===== src/rtl/pri_pkg.sv =====
package pri_pkg;

    localparam int unsigned NUM_REQ = 8;
    localparam int unsigned IDX_W   = $clog2(NUM_REQ);
    localparam int unsigned LVL_W   = IDX_W + 1;
    localparam int unsigned OP_W    = 8;

    typedef enum logic [1:0] {
        ST_IDLE,
        ST_RAISE,
        ST_ACK,
        ST_DRIVE
    } ack_st_e;

    // restart opcode: 11 NNN 111
    function automatic logic [OP_W-1:0] restart_op(input logic [IDX_W-1:0] n);
        return {2'b11, n, 3'b111};
    endfunction

endpackage


===== src/rtl/pri_req_latch.sv =====
module pri_req_latch #(
    parameter int unsigned N  = 8,
    parameter int unsigned IW = 3
) (
    input  logic          clk,
    input  logic          rst,
    input  logic [N-1:0]  req_i,
    input  logic          clr_en_i,
    input  logic [IW-1:0] clr_idx_i,
    output logic [N-1:0]  pend_o
);

    logic [N-1:0] clr_mask;
    logic [N-1:0] pend_q;

    for (genvar i = 0; i < N; i++) begin : g_clr
        assign clr_mask[i] = clr_en_i && (clr_idx_i == IW'(i));
    end

    always_ff @(posedge clk) begin
        if (rst) begin
            pend_q <= '0;
        end else begin
            pend_q <= (pend_q & ~clr_mask) | req_i;
        end
    end

    assign pend_o = pend_q;

endmodule


===== src/rtl/pri_pick.sv =====
module pri_pick #(
    parameter int unsigned N  = 8,
    parameter int unsigned IW = 3
) (
    input  logic [N-1:0]  pend_i,
    output logic          any_o,
    output logic [IW-1:0] idx_o
);

    always_comb begin
        idx_o = '0;
        for (int i = 0; i < N; i++) begin
            if (pend_i[i]) begin
                idx_o = IW'(i);
            end
        end
    end

    assign any_o = |pend_i;

endmodule


===== src/rtl/pri_ack_fsm.sv =====
module pri_ack_fsm
    import pri_pkg::*;
#(
    parameter int unsigned IW = 3
) (
    input  logic          clk,
    input  logic          rst,
    input  logic          eligible_i,
    input  logic [IW-1:0] win_idx_i,
    input  logic          inta_i,
    input  logic          t3_i,
    output logic          raise_o,
    output logic          drive_o,
    output logic          clr_o,
    output logic [IW-1:0] grant_o
);

    ack_st_e       state_q;
    ack_st_e       state_d;
    logic [IW-1:0] grant_q;

    always_ff @(posedge clk) begin
        if (rst) begin
            state_q <= ST_IDLE;
            grant_q <= '0;
        end else begin
            state_q <= state_d;
            if (state_q == ST_RAISE && inta_i) begin
                grant_q <= win_idx_i;
            end
        end
    end

    always_comb begin
        state_d = state_q;
        unique case (state_q)
            ST_IDLE: begin
                if (eligible_i) state_d = ST_RAISE;
            end
            ST_RAISE: begin
                if (inta_i)           state_d = ST_ACK;
                else if (!eligible_i) state_d = ST_IDLE;
            end
            ST_ACK: begin
                if (!inta_i)   state_d = ST_IDLE;
                else if (t3_i) state_d = ST_DRIVE;
            end
            ST_DRIVE: begin
                if (!inta_i) state_d = ST_IDLE;
            end
        endcase
    end

    always_comb begin
        raise_o = 1'b0;
        drive_o = 1'b0;
        clr_o   = 1'b0;
        unique case (state_q)
            ST_IDLE:  ;
            ST_RAISE: raise_o = 1'b1;
            ST_ACK:   drive_o = inta_i && t3_i;
            ST_DRIVE: begin
                drive_o = inta_i;
                clr_o   = !inta_i;
            end
        endcase
    end

    assign grant_o = grant_q;

endmodule


===== src/rtl/prio_restart_encoder.sv =====
module prio_restart_encoder
    import pri_pkg::*;
(
    input  logic             clk,
    input  logic             rst,
    input  logic [7:0]       req_i,
    input  logic             inte_i,
    input  logic             lvl_wr_i,
    input  logic [3:0]       lvl_din_i,
    input  logic             inta_i,
    input  logic             t3_i,
    output logic             intr_o,
    output logic [7:0]       data_o,
    output logic             data_oe_o
);

    logic [NUM_REQ-1:0] pend_q;
    logic [LVL_W-1:0]   lvl_q;
    logic               any_pend;
    logic [IDX_W-1:0]   win_idx;
    logic               eligible;
    logic               raise;
    logic               drive;
    logic               clr_en;
    logic [IDX_W-1:0]   grant;

    always_ff @(posedge clk) begin
        if (rst) begin
            lvl_q <= '0;
        end else if (lvl_wr_i) begin
            lvl_q <= lvl_din_i;
        end
    end

    pri_req_latch #(.N(NUM_REQ), .IW(IDX_W)) u_latch (
        .clk       (clk),
        .rst       (rst),
        .req_i     (req_i),
        .clr_en_i  (clr_en),
        .clr_idx_i (grant),
        .pend_o    (pend_q)
    );

    pri_pick #(.N(NUM_REQ), .IW(IDX_W)) u_pick (
        .pend_i (pend_q),
        .any_o  (any_pend),
        .idx_o  (win_idx)
    );

    // rank n+1 must exceed level L, i.e. n >= L
    assign eligible = any_pend && ({1'b0, win_idx} >= lvl_q);

    pri_ack_fsm #(.IW(IDX_W)) u_fsm (
        .clk        (clk),
        .rst        (rst),
        .eligible_i (eligible),
        .win_idx_i  (win_idx),
        .inta_i     (inta_i),
        .t3_i       (t3_i),
        .raise_o    (raise),
        .drive_o    (drive),
        .clr_o      (clr_en),
        .grant_o    (grant)
    );

    assign intr_o    = raise && inte_i;
    assign data_oe_o = drive;
    assign data_o    = drive ? restart_op(grant) : '0;

endmodule


===== config.mk =====
export PLATFORM = sky130hd
export DESIGN_NAME = prio_restart_encoder
export DESIGN_NICKNAME = d
export VERILOG_FILES = /design/src/rtl/pri_pkg.sv /design/src/rtl/pri_req_latch.sv /design/src/rtl/pri_pick.sv /design/src/rtl/pri_ack_fsm.sv /design/src/rtl/prio_restart_encoder.sv
export SDC_FILE = /design/constraint.sdc
export NUM_CORES = 1
export LEC_CHECK = 0
export BUFFER_PORTS_ARGS = -buffer_cell sky130_fd_sc_hd__buf_4
export CAP_MARGIN = 10
export CORE_MARGIN = 8
export CORE_UTILIZATION = 45
export CTS_BUF_LIST = sky130_fd_sc_hd__clkbuf_16
export DETAILED_ROUTE_END_ITERATION = 6
export GPL_TIMING_DRIVEN = 0
export PLACE_DENSITY = 0.72
export SYNTH_ARGS = -nofsm -noshare
export SYNTH_HDL_FRONTEND = slang
export SYNTH_SLANG_ARGS = --single-unit
export TNS_END_PERCENT = 20

===== constraint.sdc =====
create_clock -name clk -period 3.65 [get_ports clk]
set_clock_uncertainty 0.05 [all_clocks]
set_input_delay 0.365 -clock clk [delete_from_list [all_inputs] [get_ports clk]]
set_output_delay 0.365 -clock clk [all_outputs]
set_load 0.05 [all_outputs]

# After elaboration in Yosys (flattened, before gate mapping)
# Cells that the tools add are included.
[totals]
reg_bits = 17
input_bits = 18
output_inout_bits = 10
wordCells = 57
[classes]
magnitude_cmp = 1
n_eq_ne = 14
mux = 18
bitwise_logic = 3
n_reduce_logical = 17
[ops]
columns = ["operator", "count"]
rows = [
  ["2-bit two-way mux", 8],
  ["3-bit equality test (second input constant)", 4],
  ["1-bit logical AND", 12],
  ["3-bit two-way mux", 4],
  ["8-bit bitwise AND", 1],
  ["8-bit two-way mux", 1],
  ["8-bit inverter", 1],
  ["8-bit OR", 1],
  ["2-bit one-hot mux with 4 select lines", 1],
  ["8-bit OR reduction", 1],
  ["3-bit by 2-bit equality test with 1-bit output (second input constant)", 2],
  ["3-bit inequality test (second input constant)", 2],
  ["2-bit equality test (second input constant)", 2],
  ["3-bit by 4-bit greater-or-equal comparator with 1-bit output", 1],
  ["4-bit AND reduction", 1],
  ["3-bit by 1-bit equality test with 1-bit output (second input constant)", 1],
  ["3-bit logical NOT", 1],
  ["1-bit two-way mux", 3],
  ["2-bit by 1-bit equality test with 1-bit output (second input constant)", 1],
  ["2-bit logical NOT", 1],
  ["2-bit by 1-bit inequality test with 1-bit output (second input constant)", 1],
  ["2-bit inequality test (second input constant)", 1],
  ["1-bit one-hot mux with 2 select lines", 1],
  ["1-bit logical NOT", 1],
]

# Logic depth before layout (Yosys ltp)
# Gate-level depths: netlist (run 1).
[depth]
depth_word = 12
ltp_mapped = 8
ltp_nobuf = 8

# Modules after synthesis
# Synthesis (run 1) repeated with hierarchy kept, for this count alone.
[hier_totals]
cells_unflattened = 104
area_unflattened_um2 = 908.4
[by_module_without_submodules]
columns = ["module", "n_inst", "cells_each", "area_per_inst_um2", "seq_area_each_um2"]
rows = [
  ["pri_req_latch", 1, 37, 342.8, 160.2],
  ["prio_restart_encoder", 1, 33, 285.3, 80.1],
  ["pri_ack_fsm", 1, 22, 214.0, 100.1],
  ["pri_pick", 1, 12, 66.3, 0.0],
]

# Worst setup path before layout (run 1)
# No wires, ideal clock.
[synth_path]
path_kind = "register to output"
from = "reg u_fsm.state_q[0]"
to = "out data_o[3]"
t_arrival_ps = 1435
required_time_ps = 3235
path_slack_ps = 1800
path_stages_with_launch = 3
n_path_buf = 0
cell_sequence = "dfxtp_1 -> o211a_1 -> and2_1"
[synth_via]
elab_chain_cells = 3
elab_cells_between_ends = 4
classes_between = "2 x eq/ne; 2 x mux"
[synth_rtl]
columns = ["item", "line", "source"]
rows = [
  ["from (decl)", "pri_ack_fsm.sv:18", "ack_st_e state_q;"],
  ["from (signal assigned)", "pri_ack_fsm.sv:27", "state_q <= state_d;"],
  ["2-bit equality test", "pri_ack_fsm.sv:58", "unique case (state_q)"],
  ["1-bit one-hot mux with 2 select lines (*)", "pri_ack_fsm.sv:58", ""],
  ["net data_oe_o", "prio_restart_encoder.sv:14", "output logic data_oe_o"],
  ["8-bit two-way mux (*)", "prio_restart_encoder.sv:68", "assign data_o = drive ? restart_op(grant) : '0;"],
  ["to (decl)", "prio_restart_encoder.sv:13", "output logic [7:0] data_o,"],
]
# Mark *: on every way through the listed nets, which the timed path passes. The rest lies on a longest branch.

# Worst setup path in the final report (run 1)
[layout_path]
from = "reg u_latch.pend_q[2] (netlist: u_latch.pend_o[2])"
to = "reg u_fsm.state_q[0]"
[layout_via]
elab_chain_cells = 10
elab_cells_between_ends = 12
classes_between = "1 x order compare; 2 x eq/ne; 6 x mux; 3 x reduce/logical"
[layout_rtl]
columns = ["item", "line", "source"]
rows = [
  ["from (decl)", "pri_req_latch.sv:14", "logic [N-1:0] pend_q;"],
  ["from (signal assigned)", "pri_req_latch.sv:24", "pend_q <= (pend_q & ~clr_mask) | req_i;"],
  ["2-bit two-way mux (2 in series)", "pri_pick.sv:13", "if (pend_i[i]) begin"],
  ["3-bit two-way mux (4 in series)", "pri_pick.sv:13", ""],
  ["3-bit by 4-bit greater-or-equal comparator with 1-bit output", "prio_restart_encoder.sv:51", "assign eligible = any_pend && ({1'b0, win_idx} >= lvl_q);"],
  ["1-bit logical AND (*)", "prio_restart_encoder.sv:51", ""],
  ["3-bit inequality test (no line) / 2-bit by 1-bit inequality test with 1-bit output (equally long branches)", "-", ""],
  ["4-bit AND reduction (no line) (*)", "-", ""],
]
# Mark *: on every way between the ends. The rest lies on a longest branch, timed or not.
# A chain may end at the register's enable or synchronous reset.

==> summary.md, run 1 <==
The die is 60.3 um tall. The share of synthesized flip-flops with an asynchronous set or reset came out at 0%. The pre-antenna-repair detailed-routing pass consisted of 4 iterations.

Dividing the detail-routed wire length by the instance count gives 12.2 um. For this run the aggregate overflow at the end of global routing stands at 0. Number of max-slew violations in the final report: 0.

Main flop type after synthesis: sky130_fd_sc_hd__dfxtp_1. The max-slew headroom at the worst pin was 70.8%; the antenna cell count was 0. For the worst setup path, the data arrival time is 1.88 ns.

The final wirelength is 1940 um. The remaining design rule violation count is 0, and the area added between synthesis and finish is 34.0%. Number of synthesized flops with an enable pin: 0. The number of nets in the synthesized netlist is 124. The worst hold path belongs to the class in2reg. The switching power share of the total came out at 24.7%. After detailed routing, the met2 layer carries 855 um of wire.

In this run the top signal layer used is met4. The final route contains 801 vias. VDD sags by at most 284 uV. Yosys printed 0 warnings.

The core region is 1900 um2. Timing analysis after detailed placement gives a worst setup slack of 1.88 ns. After the last flow step, the layout net total stands at 154.

The biggest area contributor in the post-synthesis netlist is sky130_fd_sc_hd__dfxtp_1. The initial antenna violation count is 0, and the maximum single-stage delay on the critical path is 0.35 ns. TritonCTS built the clock tree. The via density per instance works out to 5.04. The run finished with clean final reports.

The tools report the kind of start point of the critical path as a flip-flop. In this run the tool buffered the top-level ports with 25 buffer cells. The slew at the pin closest to its max-slew limit was 0.437 ns. The most common cell in the synthesized netlist is sky130_fd_sc_hd__nor2_1. In this run, CTS created clock tree buffers numbering 3.

Timing would allow up to 554 MHz. The clock passes through at most 2 buffers. For this design the total switching power over the nets is 0.000127 W.

Sorting the synthesized cells by how often they occur yields 22 x sky130_fd_sc_hd__nor2_1, 17 x sky130_fd_sc_hd__dfxtp_1, 6 x sky130_fd_sc_hd__a21oi_1, 6 x sky130_fd_sc_hd__inv_1. Final setup violation count: 0. The floorplan has 16 rows. The tools report the max-cap violation count as 0. For this design, the CTS-stage hold fixing added 0 buffers.

Counting every sink on the clock net gives 17. Setup repair after global routing left no endpoint under its margin. The placement-stage cell area was 1100 um2. Detailed router's first-iteration violation count: 10. After clock tree synthesis, the clock-pin slew on the worst setup and hold paths is 0.05 ns. The critical path is of the reg2reg type. The via count of the first global-routing pass is 767, and the post-CTS setup buffer count is 0.

The logs give 41.3% for the power share of the sequential group and 16.4% for the combinational power share. The overall routing resource usage came out at 11.6%. The clock latency on the worst-skew pair came out at 0.25 ns.

The design internal power was 0.000386 W; the global placer's final weighted congestion was 0.786. By area the synthesized netlist is led by sky130_fd_sc_hd__dfxtp_1 39%, sky130_fd_sc_hd__nor2_1 9.4%, sky130_fd_sc_hd__mux2i_1 5.7%. The clock network burns 42.4% of the power. The die extent in x came out at 60.3 um. The run gives 1.85 ns as the minimum setup slack in the final design.

The initial utilization of the core area, before any placement, comes to 46.4%. At the end of the flow the core is filled with cells to 62.2%. After synthesis, the netlist uses 30 different library cells.

Entering global routing, the biggest net connects 11 pins. During I/O placement, the number of pins put on the boundary was 28. For the accumulated negative setup slack, the log shows 0 ns.

Gates resized during post-CTS repair numbered 0. The power density over cell area was 434 nW/um2; the share of Yosys cell area claimed by the top area cell type was 38.6%. Library cell used as clock root buffer: sky130_fd_sc_hd__clkbuf_16.

The logs give 3.73 ns for the required time of the worst setup path and 0.548 nW for the cell leakage power. For the antenna violation net count after detailed routing, the log shows 0. The hold violation total from the final report was 0; the final standard cell area without fillers was 1180 um2.

For the total routed wire length on the met1 layer, the log shows 863 um. The final critical path takes up 49.4% of the cycle. Register area share after synthesis: 38.6%. In the synthesized netlist, the number of instances is 103. The synthesized flop and latch total was 17; the number of H-tree levels was 1. The maximum fanout count along the critical path is 3, and the final HPWL from detailed placement is 1500 um.

Area of the mapped netlist: 882 um2. The shortest period the worst path allows works out to 1.80 ns. A synthesized cell averages 8.56 um2. The run gives 183 um as the total met3 wirelength after detailed routing. Walking the worst path, the cells encountered are inv_1 > a21o_1 > a221oi_1 > ha_1 > nor2_1 > a21oi_1 > o221ai_1 > o21ai_0. The run gives 3230 um as the wire length of the first global-routing pass. STA classifies the critical path endpoint as a flip-flop.

The proportion of layout cells with a drive suffix above 1 was 32.6%; the area of the die was 3630 um2. The slowest library cell on the worst path is sky130_fd_sc_hd__dfxtp_1.
-- layer usage --
layer  vias up  GRT usage [%]
met5         -              0
met4         0           6.12
met3         5           4.52
met2        27           18.4
met1       362           13.0
li1        407              -
-- layout make-up --
| cell class | count | area, um2 |
|---|---|---|
| clock inverter | 1 | 3.75 |
| timing repair buffer | 25 | 188 |
| buffer | 11 | 77.6 |
| inverter | 6 | 22.5 |
| tap | 27 | 33.8 |
| clock buffer | 3 | 75.1 |
| fill | 176 | 719 |
| multi-input combinational | 69 | 442 |
| sequential | 17 | 340 |
-- power by group through the flow --
| stage | combinational, W | sequential, W | clock (W) |
|---|---|---|---|
| after detailed placement | 0.0000843 | 0.000216 | 0 |
| after global routing | 0.0000941 | 0.000214 | 0.000225 |
| after floorplan | 0.0000583 | 0.000212 | 0 |
| after global placement | 0.0000826 | 0.000215 | 0 |
| final | 0.0000841 | 0.000212 | 0.000218 |
| after CTS | 0.0000854 | 0.000212 | 0.000219 |
-- placed cells by master (no fill, tap or decap), drive strengths merged, types with 2 or more instances in the layout --
master and n:
and3b 2, dfxtp 17, and2 3, a21oi 6, mux2i 5, nand2 5, nand3b 2, nor4b 2
nor2 22, o21ai 3, ha 3, clkbuf 5, nor3 3, inv 7, buf 34
-- registers in the layout, summed over array words and instances, names as in the netlist --
register and cells:
lvl_q 4, u_fsm.grant_o 3, u_fsm.state_q 2, u_latch.pend_o 8
-- logic make-up after synthesis --
family                   count (synthesis)  share of synthesized area (%)
adder cells (fa/ha/maj)                  3                           4.26
multiplexers                             5                           5.67
flip-flops                              17                           38.6
AND/OR/NAND/NOR                         44                           27.4
AO/OA/AOI/OAI                           17                           12.8
buffers and inverters                   17                           11.3
-- metrics by stage --
stage	power [W]	hold slack, ns	std cells
global placement	0.000297	0.427	155
global route	0.000533	0.293	159
floorplan	0.000270	0.406	103
detailed placement	0.000300	0.447	155
finish	0.000514	0.272	159
CTS	0.000516	0.279	159
-- critical path, delay by kind of cell, from the launching register on --
| kind | cells | cell delay [ns] |
|---|---|---|
| compound gates | 5 | 0.84 |
| fa+ha+maj | 1 | 0.30 |
| buf+inv | 1 | 0.05 |
| flops | 1 | 0.35 |
| simple gates | 1 | 0.08 |
-- final timing paths --
check / from / to / slack, ns / cells past startpoint
worst max-delay path: u_latch.pend_o[2] / u_fsm.state_q[0] / 1.85 / 8
worst min register to register: lvl_q[3] / lvl_q[3] / 0.44 / 2
worst max register to register: u_latch.pend_o[2] / u_fsm.state_q[0] / 1.85 / 8
worst min-delay path: req_i[5] / u_latch.pend_o[5] / 0.27 / 3
Power figures use the tool's default switching activity.
==> run 2, diff against run 1 <==
--- a/config.mk
+++ b/config.mk
@@ -8,11 +8,11 @@
 export BUFFER_PORTS_ARGS = -buffer_cell sky130_fd_sc_hd__buf_4
 export CAP_MARGIN = 10
 export CORE_MARGIN = 8
-export CORE_UTILIZATION = 45
+export CORE_UTILIZATION = 44
 export CTS_BUF_LIST = sky130_fd_sc_hd__clkbuf_16
 export DETAILED_ROUTE_END_ITERATION = 6
 export GPL_TIMING_DRIVEN = 0
-export PLACE_DENSITY = 0.72
+export PLACE_DENSITY = 0.73
 export SYNTH_ARGS = -nofsm -noshare
 export SYNTH_HDL_FRONTEND = slang
 export SYNTH_SLANG_ARGS = --single-unit
==> constraint.sdc (replaced) <==
create_clock -name clk -period 1.5 [get_ports clk]
set_clock_uncertainty 0.05 [all_clocks]
set_input_delay 0.15 -clock clk [delete_from_list [all_inputs] [get_ports clk]]
set_output_delay 0.15 -clock clk [all_outputs]
set_load 0.05 [all_outputs]
==> run 2 against run 1 <==
  * The run now ends with setup timing left
  * Cell count is 1.3% higher
  * Fmax is 7.2% higher
  * Non-clock buffer count is 2 higher
  * Critical path depth stayed put
  * Die area is 1.7% higher
  * Sequential cell count stayed put
  * Core utilization is 1.2 points higher
  * Sequential share of layout area is 0.73 points lower
  * Sequential power is 150% higher
  * Total power is 150% higher
  * Critical path type unchanged
  * Largest cell class unchanged
==> summary.md, run 2 (synthesis results as in run 1) <==
Max-cap violations in this run came to 0. The clock latency on the worst-skew pair is 0.25 ns. Entering global routing, the biggest net connects 11 pins. The detailed router finished its first iteration with 20 violations. The startpoint identified for the worst register-to-register timing path is u_latch.pend_o[2]. Area of the core: 1920 um2. Timing would allow up to 594 MHz. Leaving out fill and tap cells, the most frequent cells in the layout are 32 x sky130_fd_sc_hd__buf_4, 22 x sky130_fd_sc_hd__nor2_1, 16 x sky130_fd_sc_hd__dfxtp_1, 6 x sky130_fd_sc_hd__inv_1, 6 x sky130_fd_sc_hd__a21oi_1.

The depth of the worst register-to-register path was 8. The number of H-tree levels came out at 1. For the starting density of the core, the log shows 45.9%. The number of sinks handled by clock tree synthesis was 17. The worst setup slack after placement is -0.190 ns, and the count of input and output buffers is 25.

The tools report the worst hold margin as 0.0596 ns. The via density per instance works out to 5.09. The final wirelength is 2080 um, and the data arrival at the endpoint of the critical path is 1.76 ns. The layout has 174 filler cells. Relative to the synthesized area, the layout overhead comes to 38.0%.

After global routing the overflow that remains totals 0. End point of the critical path: u_fsm.state_q[0]. The count of nets left with antenna violations once routing finished came out at 0. The remaining design rule violation count came out at 0.

The logs give 0.554 nW for the cell leakage power and 685 uV for the largest vdd supply drop. The tools report the beginning of the critical path as u_latch.pend_o[2]. The ratio of final minimum period to clock period is 112%, and the number of buffers created by CTS is 3.

The endpoint identified for the worst register-to-register timing path is u_fsm.state_q[0]. The via count of the first global-routing pass is 777, and the area of the die is 3690 um2. The first global-routing pass estimated 3420 um of wire. The critical setup path kind is reg2reg.

The tree is rooted in a sky130_fd_sc_hd__clkbuf_16. The count of vias placed by the detailed router came out at 819. TritonCTS built the clock tree.

Along the worst path, the maximum fanout reaches 3. Dividing total power by cell area gives a power density of 1040 nW/um2. On the worst path, the slowest cell contributes a delay of 0.35 ns. The minimum setup slack in the final design is -0.183 ns.

The register with the most flip-flops in the layout has 8 of them. Clock transition at the registers of the reported paths: 0.05 ns. The library cell used most frequently in the layout, excluding fill and tap cells, is sky130_fd_sc_hd__buf_4.

Subtracting the final worst setup slack from the clock period gives 1.68 ns. The run gives 1.58 ns as the required time of the worst setup path. The overall routing resource usage came out at 12.3%. The max-slew headroom at the worst pin came out at 72.8%. The I/O pin count is 28. The reg-to-reg setup timing slack is -0.18 ns. The min-delay analysis places its worst path in the category in2reg.

Endpoint kind of the worst setup timing path: a flip-flop. Setup repair after global routing could not meet its margin everywhere. The logs give 4 for the detailed-routing iteration count for the pre-antenna-repair pass and 16 for the standard-cell row count.

Routability-driven placement finished with a final weighted congestion of 0.775. The logs give 0 for the number of max-slew violations in the final report and 0 for the hold violation total from the final report. The number of antenna diodes in the final layout is 0. The worst hold path begins at req_i[7].

The worst setup path is launched from a flip-flop. For the pin with the worst max-slew slack, the measured transition is 0.397 ns. The initial antenna violation count was 0; the routed wirelength normalized by instance count was 12.9 um. From bottom edge to top edge, the die measures 60.8 um. The run finished, with violations left. The signal on the critical path passes through inv_2 > a21o_1 > a221oi_2 > ha_1 > nor2_1 > a21oi_1 > o221ai_1 > o21ai_1. The slowest stage of the critical path is the sky130_fd_sc_hd__dfxtp_2 cell. Of the cells placed in the final design, the portion with a size suffix greater than 1 is 37.3%.

The final reports fail on setup timing. After the last flow step, the layout net total stands at 156. Counting along the longest clock path gives a buffer depth of 2. The final setup violation count was 1. Die extent in x: 60.8 um. After legalization and detailed placement, the total HPWL measured 1570 um.
## run 2: critical path: cells and delay by family (launching register included)
kind            cells  cell delay, ns
compound gates      5            0.76
fa+ha+maj           1            0.28
buf+inv             1            0.04
flops               1            0.35
simple gates        1            0.09
## run 2: worst min path at each step
| stage | endpoint | slack [ns] | cells after the start |
|---|---|---|---|
| 2_1_floorplan | u_latch.pend_o[1] | 0.22 | 2 |
| 3_3_place_gp | u_latch.pend_o[1] | 0.31 | 3 |
| 3_5_place_dp | u_latch.pend_o[7] | 0.31 | 3 |
| 4_1_cts | u_latch.pend_o[7] | 0.06 | 3 |
| 5_1_grt | u_latch.pend_o[3] | 0.08 | 3 |
| 6_report | u_latch.pend_o[7] | 0.06 | 3 |
## run 2: power breakdown
group	switching [W]	total, W	internal [W]
logic	0.000111	0.000222	0.000110
registers	0.0000328	0.000520	0.000488
clock network	0.000168	0.000521	0.000354
total	0.000312	0.00126	0.000952
## run 2: timing repair
action | in CTS | in global routing
endpoints found under the setup margin | 7 | 9
hold buffers | 0 | 0
setup buffers | 2 | 0
resized for setup | 2 | 1
pin swaps | 2 | 0
## run 2: layer usage
layer / wire length [um] / global-route usage, %
met2: 983 / 20.2
met3: 158 / 3.81
met1: 897 / 14.1
met5: 0 / 0
met4: 40 / 5.98
## run 2: through the flow
stage                     cells  utilization, %  setup TNS, ns  power (W)  cell area [um2]
after floorplan             103               -        -0.0748   0.000663              890
after global placement      155            57.8         -0.179   0.000727             1110
after detailed placement    155            57.8         -0.190   0.000734             1110
after CTS                   161            63.1         -0.189    0.00127             1210
after global routing        161            63.3         -0.545    0.00132             1220
final                       161            63.3         -0.183    0.00126             1220
## run 2: layout make-up
| type | instances | area, um2 | area share [%] |
|---|---|---|---|
| plain buffers | 11 | 77.6 | 6.37 |
| clock buffers | 3 | 75.1 | 6.17 |
| clock inverters | 1 | 3.75 | 0.308 |
| inverters | 6 | 22.5 | 1.85 |
| multi-input cells | 69 | 460 | 37.8 |
| flip-flops and latches | 17 | 342 | 28.1 |
| well taps | 27 | 33.8 | 2.77 |
| repair buffers | 27 | 203 | 16.6 |
